===== src/rtl/hsmon_pkg.sv =====
`timescale 1ns/1ps
package hsmon_pkg;

    localparam int SIDES      = 2;
    localparam int PAIR_RULES = 4;
    localparam int NUM_FLAGS  = SIDES * PAIR_RULES + 3;

    // flag positions inside one side's group
    localparam int RQ_RISE = 0;
    localparam int RQ_FALL = 1;
    localparam int AK_RISE = 2;
    localparam int AK_FALL = 3;

    // global flag positions
    localparam int FLAG_OVF  = SIDES * PAIR_RULES;
    localparam int FLAG_UDF  = FLAG_OVF + 1;
    localparam int FLAG_DATA = FLAG_OVF + 2;

    // phase encoding is {req, ack} as last sampled
    typedef enum logic [1:0] {
        PH_IDLE  = 2'b00,
        PH_DONE  = 2'b01,
        PH_ASK   = 2'b10,
        PH_GRANT = 2'b11
    } hs_phase_t;

    typedef enum logic {
        ORD_EMPTY = 1'b0,
        ORD_HELD  = 1'b1
    } ord_state_t;

endpackage


===== src/rtl/hs_pair_check.sv =====
`timescale 1ns/1ps
module hs_pair_check
    import hsmon_pkg::*;
(
    input  logic                  clk,
    input  logic                  rst,
    input  logic                  req,
    input  logic                  ack,
    output logic [PAIR_RULES-1:0] bad,
    output logic                  ack_rise
);

    hs_phase_t   phase_q;
    logic [1:0]  phase_bits;

    assign phase_bits = phase_q;

    // state register: last sampled {req, ack}
    always_ff @(posedge clk) begin
        if (rst) phase_q <= PH_IDLE;
        else     phase_q <= hs_phase_t'({req, ack});
    end

    // outputs: illegal moves out of each phase
    always_comb begin
        bad = '0;
        unique case (phase_q)
            PH_IDLE:  bad[AK_RISE] = ack;
            PH_ASK:   bad[RQ_FALL] = !req;
            PH_GRANT: bad[AK_FALL] = !ack;
            PH_DONE:  bad[RQ_RISE] = req;
        endcase
    end

    assign ack_rise = ack & ~phase_bits[0];

endmodule


===== src/rtl/hs_order_track.sv =====
`timescale 1ns/1ps
module hs_order_track
    import hsmon_pkg::*;
(
    input  logic clk,
    input  logic rst,
    input  logic wr_rise,
    input  logic rd_rise,
    output logic ovf,
    output logic udf
);

    ord_state_t state_q, state_d;

    always_ff @(posedge clk) begin
        if (rst) state_q <= ORD_EMPTY;
        else     state_q <= state_d;
    end

    always_comb begin
        state_d = state_q;
        ovf     = 1'b0;
        udf     = 1'b0;
        unique case (state_q)
            ORD_EMPTY: begin
                if (wr_rise && !rd_rise)      state_d = ORD_HELD;
                else if (rd_rise && !wr_rise) udf = 1'b1;
            end
            ORD_HELD: begin
                if (rd_rise && !wr_rise)      state_d = ORD_EMPTY;
                else if (wr_rise && !rd_rise) ovf = 1'b1;
            end
        endcase
    end

endmodule


===== src/rtl/hs_data_check.sv =====
`timescale 1ns/1ps
module hs_data_check #(
    parameter int DATA_W = 32
) (
    input  logic              clk,
    input  logic              rst,
    input  logic              wr_rise,
    input  logic              rd_rise,
    input  logic [DATA_W-1:0] wr_data,
    input  logic [DATA_W-1:0] rd_data,
    output logic [DATA_W-1:0] shadow,
    output logic              mismatch
);

    always_ff @(posedge clk) begin
        if (rst)          shadow <= '0;
        else if (wr_rise) shadow <= wr_data;
    end

    assign mismatch = rd_rise && (rd_data != shadow);

endmodule


===== src/rtl/hs_link_monitor.sv =====
`timescale 1ns/1ps
module hs_link_monitor
    import hsmon_pkg::*;
#(
    parameter int DATA_W = 32
) (
    input  logic                 clk,
    input  logic                 rst,
    input  logic                 wr_req,
    input  logic                 wr_ack,
    input  logic [DATA_W-1:0]    wr_data,
    input  logic                 rd_req,
    input  logic                 rd_ack,
    input  logic [DATA_W-1:0]    rd_data,
    output logic [NUM_FLAGS-1:0] err_flags,
    output logic                 err_any
);

    logic [SIDES-1:0]      req_v, ack_v, rise_v;
    logic [PAIR_RULES-1:0] bad_v [SIDES];
    logic [NUM_FLAGS-1:0]  hit_now, flags_q;
    logic                  ovf, udf, mism;
    logic [DATA_W-1:0]     shadow;

    assign req_v = {rd_req, wr_req};
    assign ack_v = {rd_ack, wr_ack};

    for (genvar s = 0; s < SIDES; s++) begin : g_side
        hs_pair_check u_pair (
            .clk      (clk),
            .rst      (rst),
            .req      (req_v[s]),
            .ack      (ack_v[s]),
            .bad      (bad_v[s]),
            .ack_rise (rise_v[s])
        );
        assign hit_now[s*PAIR_RULES +: PAIR_RULES] = bad_v[s];
    end

    hs_order_track u_order (
        .clk     (clk),
        .rst     (rst),
        .wr_rise (rise_v[0]),
        .rd_rise (rise_v[1]),
        .ovf     (ovf),
        .udf     (udf)
    );

    hs_data_check #(.DATA_W(DATA_W)) u_data (
        .clk      (clk),
        .rst      (rst),
        .wr_rise  (rise_v[0]),
        .rd_rise  (rise_v[1]),
        .wr_data  (wr_data),
        .rd_data  (rd_data),
        .shadow   (shadow),
        .mismatch (mism)
    );

    assign hit_now[FLAG_OVF]  = ovf;
    assign hit_now[FLAG_UDF]  = udf;
    assign hit_now[FLAG_DATA] = mism;

    always_ff @(posedge clk) begin
        if (rst) flags_q <= '0;
        else     flags_q <= flags_q | hit_now;
    end

    assign err_flags = flags_q;
    assign err_any   = |flags_q;

    assert_reset_clear_R1: assert property (@(posedge clk)
        $past(rst) |-> (err_flags == '0 && !err_any));

    assert_req_rise_R2: assert property (@(posedge clk) disable iff (rst)
        (!$past(rst) && $rose(wr_req) && $past(wr_ack)) |=> err_flags[RQ_RISE]);

    assert_ack_rise_R4: assert property (@(posedge clk) disable iff (rst)
        (!$past(rst) && $rose(rd_ack) && !$past(rd_req)) |=> err_flags[PAIR_RULES + AK_RISE]);

    assert_shadow_load_R8: assert property (@(posedge clk) disable iff (rst)
        (!$past(rst) && !$stable(shadow)) |-> $past(rise_v[0]));

    assert_sticky_R9: assert property (@(posedge clk) disable iff (rst)
        !$past(rst) |-> ((err_flags & $past(err_flags)) == $past(err_flags)));

endmodule


===== config.mk =====
export PLATFORM = sky130hd
export DESIGN_NAME = hs_link_monitor
export DESIGN_NICKNAME = d
export VERILOG_FILES = /design/src/rtl/hsmon_pkg.sv /design/src/rtl/hs_pair_check.sv /design/src/rtl/hs_order_track.sv /design/src/rtl/hs_data_check.sv /design/src/rtl/hs_link_monitor.sv
export SDC_FILE = /design/constraint.sdc
export NUM_CORES = 1
export LEC_CHECK = 0
export BUFFER_PORTS_ARGS = -buffer_cell sky130_fd_sc_hd__buf_2
export CAP_MARGIN = 40
export CORE_UTILIZATION = 35
export DETAILED_ROUTE_END_ITERATION = 10
export GPL_ROUTABILITY_DRIVEN = 0
export GPL_TIMING_DRIVEN = 0
export PLACE_DENSITY = 0.64
export REMOVE_ABC_BUFFERS = 1
export SLEW_MARGIN = 20
export SYNTH_ARGS = -nofsm -noshare
export SYNTH_HDL_FRONTEND = slang
export SYNTH_HIERARCHICAL = 1
export SYNTH_SLANG_ARGS = --single-unit

===== constraint.sdc =====
create_clock -name clk -period 1.5 [get_ports clk]
set_clock_uncertainty 0.2 [all_clocks]
set_input_delay 0.225 -clock clk [delete_from_list [all_inputs] [get_ports clk]]
set_output_delay 0.225 -clock clk [all_outputs]
set_load 0.01 [all_outputs]

==> results.md <==
* Final Max Tran Viols at 0
* Drt first pass iters at 4
* Worst EP required at roughly 1100 ps
* Post-DRT Antenna Nets at 0
* Sequential cell area at around 980 um2
* Cell variety after synth at 20
* Run status: complete, but fails checks
* Post-route clock period utilization at 106%
* Remaining Overflow, GRT at 0
* Area grow syn2layout at 52.8%
* Post-DP HPWL at 3130 um
* Vias at between 1500 and 2000
* Number of antenna diodes at 0
* CP max FO at 2
* Arrival @ worst endpoint at 1170 ps
* Delay of the slowest cell on the worst path at 340 ps
* Multi-input gate area at about 1100 um2
* Max Freq at 0.627 GHz
* Crit end category: output port
* Hold Fails Final Rpt at 0
* Hold Crit Class: in2reg
* Ys Warns at 6
* Number of CTS-inserted buffers at 5
* Boundary pin count at 82
* Via/cell ratio at 4.47
* Crit-path slowest cell: dfxtp_2
* Cell area after layout at 3160 um2
* CTS tree: yes
* H-tree level count at 2
* CTS max path bufs at 2
* Register bit count reported by yosys at 48
* Fin worst setup slack at -96.1 ps
* DR WL/cell at 12.0 um
* Row count at 27
* Met1 wire length at 2210 um
* RSZ-0062 raised after global routing: yes
* Die height at 78.9 um
* Clock period minus final worst setup slack at between 1500 and 2000 ps
* Drt total wl at 4870 um
* DRC Markers at 0
* Place WS at -330 ps
* Reg2reg setup slack at -10 ps
* Clk slew on worst S/H paths at around 90 ps
* FILL cells at 522
* Hold WS at roughly 150 ps
* Syn Inst Count at 210
* Mapped cell area at 2070 um2
* Placed cell areas at 2570 um2
* Total Power at 2.74 mW
* Die X at 78.9 um
* Avg Inst Size Synth at 9.84 um2
* Reg2reg end: err_flags[10]$_SDFF_PP0_
* R2R Path Start: u_data/shadow[19]$_SDFFE_PP0P_
* IO Port Bufs at 81
* Final setup viols at 2
* Total clock sinks at 48
* Setup crit start: err_flags[4]$_SDFF_PP0_
* Met3 WL at 256 um
* Root buf cell: clkbuf_8
* Initial cell density of the core at between 30 and 40%
* MaxCap Viol Count at 0
* Initial antenna violation count at 0
* Max IR drop VDD at 545 uV
* Core Box Area at 5610 um2
* Layout cell share with drive strength beyond 1 at between 30% and 40%
* DR iter-0 viols at 27
* Die area at roughly 6200 um2
* CP Class: reg2out
* Tightest Pin Transition at 501 ps
* Overall Global Routing Usage at approximately 15%
* Worst Setup Start Kind: flop
* Critical Path End: err_any
* PD cells at a little under 900 nW/um2
* Vias in the first global route at around 1800
* Fin util at ~56%
* Largest net degree at the start of global routing at 27
* Critical hold path startpoint: wr_ack
* Nets at around 400
* Failing checks: negative setup slack
* Critical-path cell list: nor4_4 > nand3_1 > buf_2
* Met2 wire len at 2350 um
* Clk Latency, worst-skew pair at roughly 300 ps
* Pleak at 1.39 nW
* First-pass GRT wire length at 7490 um
* R2r worst-path depth at 6
* Slew Limit Headroom at between 60% and 70%
* Top layer in use: met4
* Sequential area share after synthesis at 46.5%
critical path, delay by kind of cell, from the launching register on:
kind | cells | cell delay, ps
flip-flops | 1 | 340
AND/OR/NAND/NOR | 2 | 380
buffers and inverters | 1 | 150
cell families (layout without fill, tap and decap cells):
group | after synthesis | count (layout) | share of synthesized area (%)
simple gates | 87 | 87 | 20.6
flops | 48 | 48 | 46.5
xor+xnor | 32 | 32 | 13.6
mux | 32 | 32 | 15.5
buf+inv | 9 | 131 | 2.84
compound gates | 2 | 2 | 0.969
power breakdown:
group          internal, mW  leakage (nW)  switching [mW]
clock                 0.368        0.0510           0.421
combinational         0.331         0.940           0.211
sequential             1.35         0.400          0.0605
state kept, by name, indices dropped and copies added, names as in the netlist:
| name | flops |
|---|---|
| u_data/shadow | 32 |
| g_side.u_pair/phase_bits | 4 |
| u_order/state_q | 1 |
| err_flags | 11 |
per-layer routing:
layer,track usage [%],up-vias
met3,4.48,7
met5,0,-
met4,5.64,0
li1,-,936
met1,17.0,810
met2,28.0,53
placed cells by master, fill, tap and decap left out, types with 2 or more instances in the layout:
cell,n
and3b_2,4
buf_2,80
buf_6,2
clkbuf_8,6
clkinv_2,2
dfxtp_1,36
dfxtp_2,12
dlygate4sd3_1,36
mux2i_1,31
nand2b_1,2
nand4_1,8
nor2_1,55
nor2b_1,4
nor2b_2,2
nor3b_1,4
nor4_2,2
nor4_4,2
xnor2_1,28
xnor2_2,4
Yosys cell counts:
| master | n | area [um2] |
|---|---|---|
| nor2_1 | 55 | 206 |
| dfxtp_1 | 48 | 961 |
| mux2i_1 | 32 | 320 |
| xnor2_1 | 32 | 280 |
| nand4_1 | 8 | 50.1 |
| nor2b_1 | 6 | 37.5 |
| and3b_2 | 4 | 40.0 |
| nor3b_1 | 4 | 30.0 |
| nor4_1 | 4 | 25.0 |
| buf_6 | 3 | 33.8 |
| clkbuf_1 | 3 | 11.3 |
| buf_2 | 2 | 10.0 |
| nand2b_1 | 2 | 12.5 |
| a21boi_1 | 1 | 7.51 |
| and2_1 | 1 | 6.26 |
| inv_1 | 1 | 3.75 |
| nand3_1 | 1 | 5.00 |
| nor2b_2 | 1 | 8.76 |
| nor3_1 | 1 | 5.00 |
| o22ai_2 | 1 | 12.5 |
through the flow:
stage / cells / setup TNS, ps
after floorplan: 202 / -56900
after global placement: 355 / -88390
after detailed placement: 357 / -7100
after CTS: 403 / -156
after global routing: 404 / -347
final: 404 / -106
repair_timing:
item,CTS,global route
endpoints found under the hold margin,36,0
buffers inserted,2,0
setup endpoints to repair,37,5
gates cloned,0,2
pin swaps,19,10
resized for setup,11,14
hold buffers,36,0
layout make-up:
cell class / instances / share of cell area (%)
Clock buffer: 6 / 2.61
Clock inverter: 2 / 0.317
Inverter: 1 / 0.119
Multi-Input combinational cell: 153 / 35.9
Sequential cell: 48 / 30.9
Tap cell: 72 / 2.85
Timing Repair Buffer: 122 / 27.3
worst min path at each step:
stage | endpoint | slack [ps] | cells after the start
global placement | u_data/shadow[31]$_SDFFE_PP0P_ | 260 | 3
finish | err_flags[2]$_SDFF_PP0_ | 150 | 4
floorplan | g_side[0].u_pair/phase_bits[0]$_SDFF_PP0_ | 100 | 1
global route | err_flags[2]$_SDFF_PP0_ | 160 | 4
CTS | err_flags[2]$_SDFF_PP0_ | 140 | 4
detailed placement | u_data/shadow[27]$_SDFFE_PP0P_ | 270 | 3
(Power assumes the default switching activity.)
